==> src/rtl/xseq_pkg.sv <==
package xseq_pkg;
    typedef enum logic [1:0] {
        XF_DFT = 2'b00,
        XF_DHT = 2'b01,
        XF_DCT = 2'b10,
        XF_DST = 2'b11
    } xform_e;

    typedef enum logic [1:0] {
        PH_IDLE = 2'b00,
        PH_SIDE = 2'b01,
        PH_RUN  = 2'b10
    } phase_e;
endpackage

==> src/rtl/xseq_modstep.sv <==
module xseq_modstep #(
    parameter int N = 5,
    parameter int W = 3
) (
    input  logic [W-1:0] acc_i,
    input  logic [W-1:0] inc_i,
    output logic [W-1:0] sum_o
);
    logic [W:0] raw;

    always_comb begin
        raw = {1'b0, acc_i} + {1'b0, inc_i};
        if (raw >= (W+1)'(N)) begin
            sum_o = W'(raw - (W+1)'(N));
        end else begin
            sum_o = W'(raw);
        end
    end
endmodule

==> src/rtl/xseq_idxmap.sv <==
module xseq_idxmap
    import xseq_pkg::*;
#(
    parameter int N = 5,
    parameter int W = 3
) (
    input  xform_e       xf_i,
    input  logic [W-1:0] p_i,
    output logic [W-1:0] idx_o
);
    localparam int HALF = (N - 1) / 2;

    logic [W:0] folded;

    always_comb begin
        if (p_i <= W'(HALF)) begin
            folded = {p_i, 1'b0};
        end else begin
            folded = (W+1)'(2 * N - 1) - {p_i, 1'b0};
        end
        case (xf_i)
            XF_DCT:  idx_o = W'(folded);
            XF_DST:  idx_o = W'(folded + (W+1)'(1));
            default: idx_o = p_i;
        endcase
    end
endmodule

==> src/rtl/xform_seq_top.sv <==
module xform_seq_top
    import xseq_pkg::*;
#(
    parameter int N = 5,
    parameter int W = $clog2(N + 1)
) (
    input  logic         clk,
    input  logic         rst_n,
    input  logic         start_i,
    input  logic [1:0]   xform_i,
    input  logic         cplx_i,
    output logic         valid_o,
    output logic [W-1:0] row_o,
    output logic [W-1:0] col_o,
    output logic [W-1:0] idx_o,
    output logic         side_valid_o,
    output logic [W-1:0] side_idx_o,
    output logic         x_en_o,
    output logic         y_en_o,
    output logic         y_zero_o,
    output logic         im_rd_o,
    output logic         mode_on_o,
    output logic         done_o
);
    localparam logic [W-1:0] LAST = W'(N - 1);
    localparam logic [W-1:0] ONE  = W'(1);

    typedef struct packed {
        phase_e       phase;
        xform_e       xf;
        logic         cplx;
        logic [W-1:0] k;
        logic [W-1:0] n;
        logic [W-1:0] p;
    } seq_t;

    seq_t s_d, s_q;
    logic [W-1:0] p_next;
    logic [W-1:0] run_idx;
    logic [W-1:0] side_idx;

    // running (n*k) mod N: add k each column step
    xseq_modstep #(.N(N), .W(W)) u_step (
        .acc_i (s_q.p),
        .inc_i (s_q.k),
        .sum_o (p_next)
    );

    xseq_idxmap #(.N(N), .W(W)) u_map_run (
        .xf_i  (s_q.xf),
        .p_i   (s_q.p),
        .idx_o (run_idx)
    );

    xseq_idxmap #(.N(N), .W(W)) u_map_side (
        .xf_i  (s_q.xf),
        .p_i   ('0),
        .idx_o (side_idx)
    );

    always_comb begin
        s_d = s_q;
        case (s_q.phase)
            PH_IDLE: begin
                if (start_i) begin
                    s_d.phase = PH_SIDE;
                    s_d.xf    = xform_e'(xform_i);
                    s_d.cplx  = cplx_i;
                    s_d.k     = ONE;
                    s_d.n     = ONE;
                    s_d.p     = ONE;
                end
            end
            PH_SIDE: s_d.phase = PH_RUN;
            PH_RUN: begin
                if (s_q.n == LAST) begin
                    if (s_q.k == LAST) begin
                        s_d.phase = PH_IDLE;
                    end else begin
                        s_d.k = s_q.k + ONE;
                        s_d.n = ONE;
                        s_d.p = s_q.k + ONE;
                    end
                end else begin
                    s_d.n = s_q.n + ONE;
                    s_d.p = p_next;
                end
            end
            default: s_d.phase = PH_IDLE;
        endcase
    end

    always_ff @(posedge clk or negedge rst_n) begin
        if (!rst_n) begin
            s_q <= '{phase: PH_IDLE, xf: XF_DFT, cplx: 1'b0,
                     k: '0, n: '0, p: '0};
        end else begin
            s_q <= s_d;
        end
    end

    logic run, is_dft;

    always_comb begin
        run          = (s_q.phase == PH_RUN);
        is_dft       = (s_q.xf == XF_DFT);
        valid_o      = run;
        row_o        = s_q.k;
        col_o        = s_q.n;
        idx_o        = run_idx;
        side_valid_o = (s_q.phase == PH_SIDE);
        side_idx_o   = side_idx;
        x_en_o       = run;
        mode_on_o    = run && (s_q.xf == XF_DHT);
        y_en_o       = run && ((s_q.xf == XF_DHT) || (is_dft && s_q.cplx));
        y_zero_o     = run && is_dft && !s_q.cplx;
        im_rd_o      = run && is_dft && s_q.cplx;
        done_o       = run && (s_q.k == LAST) && (s_q.n == LAST);
    end
endmodule

==> config.mk <==
export PLATFORM = sky130hd
export DESIGN_NAME = xform_seq_top
export DESIGN_NICKNAME = d
export VERILOG_FILES = /design/src/rtl/xseq_pkg.sv /design/src/rtl/xseq_modstep.sv /design/src/rtl/xseq_idxmap.sv /design/src/rtl/xform_seq_top.sv
export SDC_FILE = /design/constraint.sdc
export NUM_CORES = 1
export LEC_CHECK = 0
export CAP_MARGIN = 20
export CORE_MARGIN = 2
export CORE_UTILIZATION = 40
export DETAILED_ROUTE_END_ITERATION = 10
export DONT_BUFFER_PORTS = 1
export PLACE_DENSITY = 0.63
export REMOVE_ABC_BUFFERS = 1
export SLEW_MARGIN = 20
export SYNTH_ARGS = -nofsm -noshare
export SYNTH_HDL_FRONTEND = slang
export SYNTH_SLANG_ARGS = --single-unit
==> constraint.sdc <==
create_clock -name clk -period 2.3 [get_ports clk]
set_input_delay 0.23 -clock clk [delete_from_list [all_inputs] [get_ports clk]]
set_output_delay 0.23 -clock clk [all_outputs]
set_load 0.1 [all_outputs]
Word level (Yosys, flattened, before mapping)
Index checks and enable logic that the tools add are counted.
- logic and storage cells: 55
- register bits after elaboration: 14
- multiplexer cells: 12
- reductions and logical operators: 17
- $lt $le $gt $ge: 2
- add/sub/neg operators: 6
- eq/ne operators: 12
- operator list (kind ; count):
    $pmux 9 s2 ; 1
    $mux 14 ; 1
    $add 3x1->3 const B ; 3
    $mux 3 ; 3
    $mux 9 ; 1
    $logic_and 1x1->1 ; 8
    $eq 2x2->1 const B ; 3
    $eq 3x3->1 const B ; 2
    $mux 6 ; 1
    $pmux 2 s3 ; 1
    $pmux 3 s2 ; 1
    $reduce_and 3->1 ; 2
    $add 3x3->4 ; 1
    $eq 2x1->1 const B ; 2
    $ge 4x3->1 const B ; 1
    $logic_not 2->1 ; 2
    $mux 2 ; 2
    $ne 2x1->1 const B ; 2
    $ne 2x2->1 const B ; 2
    $reduce_and 4->1 ; 1
    $le 3x2->1 const B ; 1
    $ne 3x3->1 const B ; 1
    $sub 1x3->3 const A ; 1
    $sub 3x3->3 const B ; 1
    5 further kinds ; 5

Depth between registers and ports, before layout
Gate-level depths: netlist of run 1.
- word-level depth: 5
- mapped depth: 9
- gate-level depth less buffers: 9

Modules after synthesis
A second synthesis of run 1 with hierarchy kept.
- cell total of the unflattened synthesis: 153
- area total of the unflattened synthesis: 1347.5 sq um
- by module, submodules not included (module ; area an instance (sq um) ; seq. area each (sq um) ; cells an instance ; times used):
    xform_seq_top ; 844.6 ; 350.3 ; 89 ; 1
    xseq_idxmap ; 167.7 ; 0.0 ; 23 ; 2
    xseq_modstep ; 167.7 ; 0.0 ; 18 ; 1

Least setup slack after synthesis of run 1
Ideal clock, no wire load.
- path kind: register -> output
- start: reg s_q[12] (netlist name)
- end: out y_en_o
- setup slack: -2.615 ns
- cell stages (with the launch flop): 5
- arrival time: 4.685 ns
- buffers on the path: 1
- cell sequence: dfrtp_1 > nand2b_1 > buf_2 > nor4b_1 > or2_2
- cells in the longest elaborated chain, start to end: 2
- RTL lines (item ; RTL line ; text):
    from (decl) ; xform_seq_top.sv:37 ; seq_t s_d, s_q;
    from (signal assigned) ; xform_seq_top.sv:95 ; s_q <= '{phase: PH_IDLE, xf: XF_DFT, cplx: 1'b0,
    $eq 2x2->1 ; xform_seq_top.sv:105 ; run = (s_q.phase == PH_RUN);
    $logic_and 1x1->1 ; xform_seq_top.sv:115 ; y_en_o = run && ((s_q.xf == XF_DHT) || (is_dft && s_q.cplx));
    to (decl) ; xform_seq_top.sv:19 ; output logic y_en_o,
Every way passes these cells.

Final worst setup path of run 1
- start: reg s_q[1] (netlist name)
- end: out idx_o[2]
- cells in the longest elaborated chain, start to end: 4
- RTL lines (item ; RTL line ; text):
    $sub 1x3->3 or $le 3x2->1 (tied branches) ; xseq_idxmap.sv:19, xseq_idxmap.sv:16 ;
    $mux 3 (*) ; xseq_idxmap.sv:16 ; if (p_i <= W'(HALF)) begin
    $add 3x1->3 ; xseq_idxmap.sv:23 ; XF_DST: idx_o = W'(folded + (W+1)'(1));
    $pmux 3 s2 (*) ; xseq_idxmap.sv:21 ; case (xf_i)
    to (decl) ; xform_seq_top.sv:15 ; output logic [W-1:0] idx_o,
Every way passes the cells marked *; elsewhere a longest branch is shown, timed or not.

==> results.ini, run 1 <==
[outcome]
outcome = finished with violations
violations = setup timing

[yosys]
async_flop_share_pct = 100
yosysWarnings = 0
synth-seq-area-share_pct = 30.6
synth_area_leader_cell = dfrtp_1
yosys-top-cells-count = 14 x dfrtp_1, 11 x ha_1, 10 x inv_1
synth_cell_types = 40
syn_inst = 124
synth_top_flop_cell = dfrtp_1
ys_ff_latch = 14
synth_edf_count = 0
synth_area_um2 = 1140
synth_area_leaders = dfrtp_1 31%, ha_1 12%, buf_4 5.9%
synth_top_area_share_pct = 30.6
syn_avg_cell_area_um2 = 9.23
synth.most_common_cell = dfrtp_1

[worst_setup_path]
crit_arrival_ps = 2160
required_ps = 2070
crit_path_end_kind = output port
critPathKind = flip-flop to output port
path_max_fanout = 3
startpoint_type = flip-flop

[grt]
grt_max_degree = 15
antenna_found_initial = 0
grt_util_met1_pct = 19.9
top_usage_layer = met2
use_met2_pct = 27.4
grt_pass1_wl_mm = 4.17
use_met3_pct = 2.95
grtUsageTotal_pct = 16.2
grt_pass1_vias = 934
gr-total-overflow = 0

[sta]
hold_viol_final = 0
period_needed_ps = 2390
setup_viol = 3
finClkSkew_ps = 1.07
finalCritPeriodShare_pct = 104
worst_pin_slew_ps = 691
fin_hold_ws_ps = 93.8
timing.final.ws_setup_ps = -94.8
relSlewSlack_pct = 53.9
drv_slew = 0
rsz0062_at_grt = yes
max_freq_mhz = 418

[clocking]
tritoncts = built
ctsRootBufferMaster = clkbuf_4
cts_made_buffers = 3
cts.sinks = 14
cts_buffer_depth = 2
clock_latency_ps = 280
cts.clk_slew.worst_paths_ps = 90
htree_num_levels = 1

[placement]
port_buffers = 0
hpwl_mm = 1.88
routabilityCongestion = 0.801

[die]
coreArea_um2 = 2730
rows = 19
start_util_pct = 41.9
die_area_um2 = 3310
die-height_um = 57.5
die_x_um = 57.5
io_pins = 26

[drt]
ant_nets = 0
viasPerCell = 5.54
avgRoutedWirePerCell_um = 14.4
vias = 959
firstDrtPassIters = 4
dr.first_iter.drc_count = 41
drt_wl_total_mm = 2.49
post-route-drc-count = 0

[final_layout]
drive_above_1_share_pct = 39.4
nNetsFinal = 161
diodes = 0
area_growth_pct = 34.3

[hold_path]
holdCritPathClass = primary input to flip-flop

[flow_run]
drv_cap = 0

## flip-flops by register name (all words and copies together), names as in the netlist
signal and flops:
s_q 8, col_o 3, row_o 3
## worst max-delay path, stage by stage, from the launching register on
cell     delay, ps
dfrtp_2        440
ha_4           180
inv_2           40
a21o_1         150
ha_4           150
nand2_2         70
xnor2_1        150
a221o_1        310
a21oi_2        190
buf_12         190
## through the flow
step           setup TNS (ps)  utilization [%]  instances  worst slack (ps)  area [um^2]
6_report                 -189             56.2        173             -94.8         1540
2_1_floorplan          -10750                -        112             -2610         1060
3_3_place_gp                0             50.6        163              92.1         1380
3_5_place_dp            -43.7             50.6        163             -32.9         1380
4_1_cts                  -220             55.3        172              -104         1510
5_1_grt                  -509             56.2        173              -190         1540
## cell families after synthesis
group | synth area share [%]
and+or+nand+nor | 15.8
adders and majority gates | 13.8
DFF | 30.6
xor gates and xnor gates | 4.48
other | 0.328
buffers and inverters | 10.8
AOI/OAI and AO/OA | 17.6
muxes | 6.56
## path summary, 6_finish.rpt
kind | startpoint | to | slack [ps] | cells after the start
max reg2reg | s_q[0] | s_q[1] | -50 | 9
min reg2reg | s_q[9] | s_q[9] | 560 | 1
min in group asynchronous | rst_n | row_o[1] | 400 | 1
max in group asynchronous | rst_n | s_q[1] | 1450 | 1
min | cplx_i | s_q[9] | 90 | 1
max | s_q[1] | idx_o[2] | -90 | 9
## cells in the final DEF, fill, tap and decap left out, types with 4 or more instances in the layout
| cell type | synthesis | layout |
|---|---|---|
| buf_4 | 9 | 18 |
| dfrtp_1 | 14 | 13 |
| nand2_1 | 8 | 7 |
| ha_1 | 11 | 7 |
| inv_1 | 10 | 6 |
| a21oi_1 | 8 | 6 |
| inv_2 | 0 | 4 |
| nand2b_1 | 5 | 4 |
| nor2_1 | 5 | 4 |
| mux2_2 | 4 | 4 |
| o21ai_0 | 4 | 4 |
| buf_12 | 0 | 4 |
## timing repair
action / 4_1_cts / 5_1_grt
endpoints found under the hold margin: 14 / 0
resized for setup: 13 / 2
buffers inserted: 4 / 1
hold buffers: 1 / 0
endpoints found under the setup margin: 3 / 3
pin swaps: 8 / 9
## per-layer routing
metal | vias to the layer above | share of wire (%)
li1 | 470 | -
met1 | 454 | 44
met2 | 31 | 49
met3 | 4 | 5.7
met4 | 0 | 1.0
met5 | - | 0
## layout make-up
cell class	count	area, um^2
timing repair buffer	26	300
sequential	14	352
tap	31	38.8
multi-input combinational	88	773
fill	240	1200
clock buffer	4	36.3
inverter	10	37.5
Power of run 1 is not shown: default switching activity piles up to over one toggle a cycle in this logic, so the estimate is an artifact.
==> run 2, diff against run 1 <==
--- a/config.mk
+++ b/config.mk
@@ -10,9 +10,12 @@
 export CORE_UTILIZATION = 40
 export DETAILED_ROUTE_END_ITERATION = 10
 export DONT_BUFFER_PORTS = 1
+export GPL_ROUTABILITY_DRIVEN = 0
 export PLACE_DENSITY = 0.63
 export REMOVE_ABC_BUFFERS = 1
+export SKIP_CTS_REPAIR_TIMING = 1
 export SLEW_MARGIN = 20
 export SYNTH_ARGS = -nofsm -noshare
 export SYNTH_HDL_FRONTEND = slang
 export SYNTH_SLANG_ARGS = --single-unit
+export TNS_END_PERCENT = 1
==> results.ini, run 2 (synthesized netlist as in run 1, its figures left out) <==
[outcome]
outcome = finished with violations
violations = setup timing

[drt]
vias = 945
dr.first_iter.drc_count = 33
drt_wl_total_mm = 2.43
post-route-drc-count = 0
firstDrtPassIters = 4
viasPerCell = 5.49
ant_nets = 0
avgRoutedWirePerCell_um = 14.1

[sta]
period_needed_ps = 2460
finalCritPeriodShare_pct = 107
setup_viol = 3
relSlewSlack_pct = 54.0
rsz0062_at_grt = yes
finClkSkew_ps = 7.67
max_freq_mhz = 406
worst_pin_slew_ps = 688
drv_slew = 0
timing.final.ws_setup_ps = -162
hold_viol_final = 0

[placement]
hpwl_mm = 1.88
dp_cells = 163
port_buffers = 0

[final_layout]
instances_no_fill = 172
mostFrequentLayoutCell = buf_4
nNetsFinal = 160
largest_reg_flops = 8
diodes = 0
regMostFlops = s_q
area_growth_pct = 29.2
utilization_pct = 54.1
drive_above_1_share_pct = 34.8
fill_cells = 244
mostFrequentLayoutCells = 17 x buf_4, 13 x dfrtp_1, 9 x ha_1

[grt]
gr-total-overflow = 0
grt_max_degree = 15
grt_pass1_wl_mm = 3.87
antenna_found_initial = 0
grtUsageTotal_pct = 15.1
grt_pass1_vias = 899

[clocking]
tritoncts = built
clock_latency_ps = 280
htree_num_levels = 1
cts.clk_slew.worst_paths_ps = 90
ctsRootBufferMaster = clkbuf_4
cts_made_buffers = 3
cts_buffer_depth = 2
cts.sinks = 14

[die]
io_pins = 26
coreArea_um2 = 2730
start_util_pct = 41.9
die-height_um = 57.5
die_area_um2 = 3310
rows = 19
die_x_um = 57.5

[worst_setup_path]
path_max_fanout = 3
crit_path_end_kind = output port
crit_arrival_ps = 2230
required_ps = 2070
critPathKind = flip-flop to output port
startpoint_type = flip-flop

[flow_run]
drv_cap = 0

[hold_path]
holdCritPathClass = primary input to flip-flop

## run 2: per-stage QoR
stage	area [um^2]	setup WS, ps	hold slack, ps	setup TNS [ps]
floorplan	1060	-2610	-65.6	-10750
global placement	1380	92.1	-65.2	0
detailed placement	1380	-32.9	-65.2	-43.7
CTS	1420	-283	-374	-388
global route	1480	-262	73.9	-562
finish	1480	-162	102	-290
## run 2: metal layers
layer,vias to the layer above,part of all wire (%),GRT usage (%)
met4,0,1.2,6.98
li1,463,-,-
met5,-,0,0
met2,32,48,25.3
met1,443,45,18.7
met3,7,5.4,2.72
## run 2: worst paths after layout
kind	startpoint	to	slack, ps	depth (start not counted)
worst min-delay path	cplx_i	s_q[9]	100	1
worst max register to register	s_q[0]	s_q[0]	-70	8
worst max-delay path	s_q[0]	idx_o[2]	-160	10
max in group asynchronous	rst_n	s_q[1]	1460	1
worst min register to register	s_q[9]	s_q[9]	560	1
min in group asynchronous	rst_n	row_o[1]	400	1
## run 2: final cells by class
cell class,instances,area [um^2],share of cell area (%)
timing repair buffer,25,293,19.8
tap,31,38.8,2.62
sequential,14,352,23.8
inverter,10,37.5,2.54
clock buffer,4,36.3,2.45
multi-input combinational,88,722,48.8
## run 2: critical path: stages (launching register included)
cell and delay (ps):
dfrtp_1 420, inv_2 110, ha_4 150, inv_1 40, a21o_1 180, ha_2 200, nand2_2 90, xnor2_1 70
a221o_1 310, a21oi_2 180, buf_12 190
Power of run 2 is left out for the same reason.
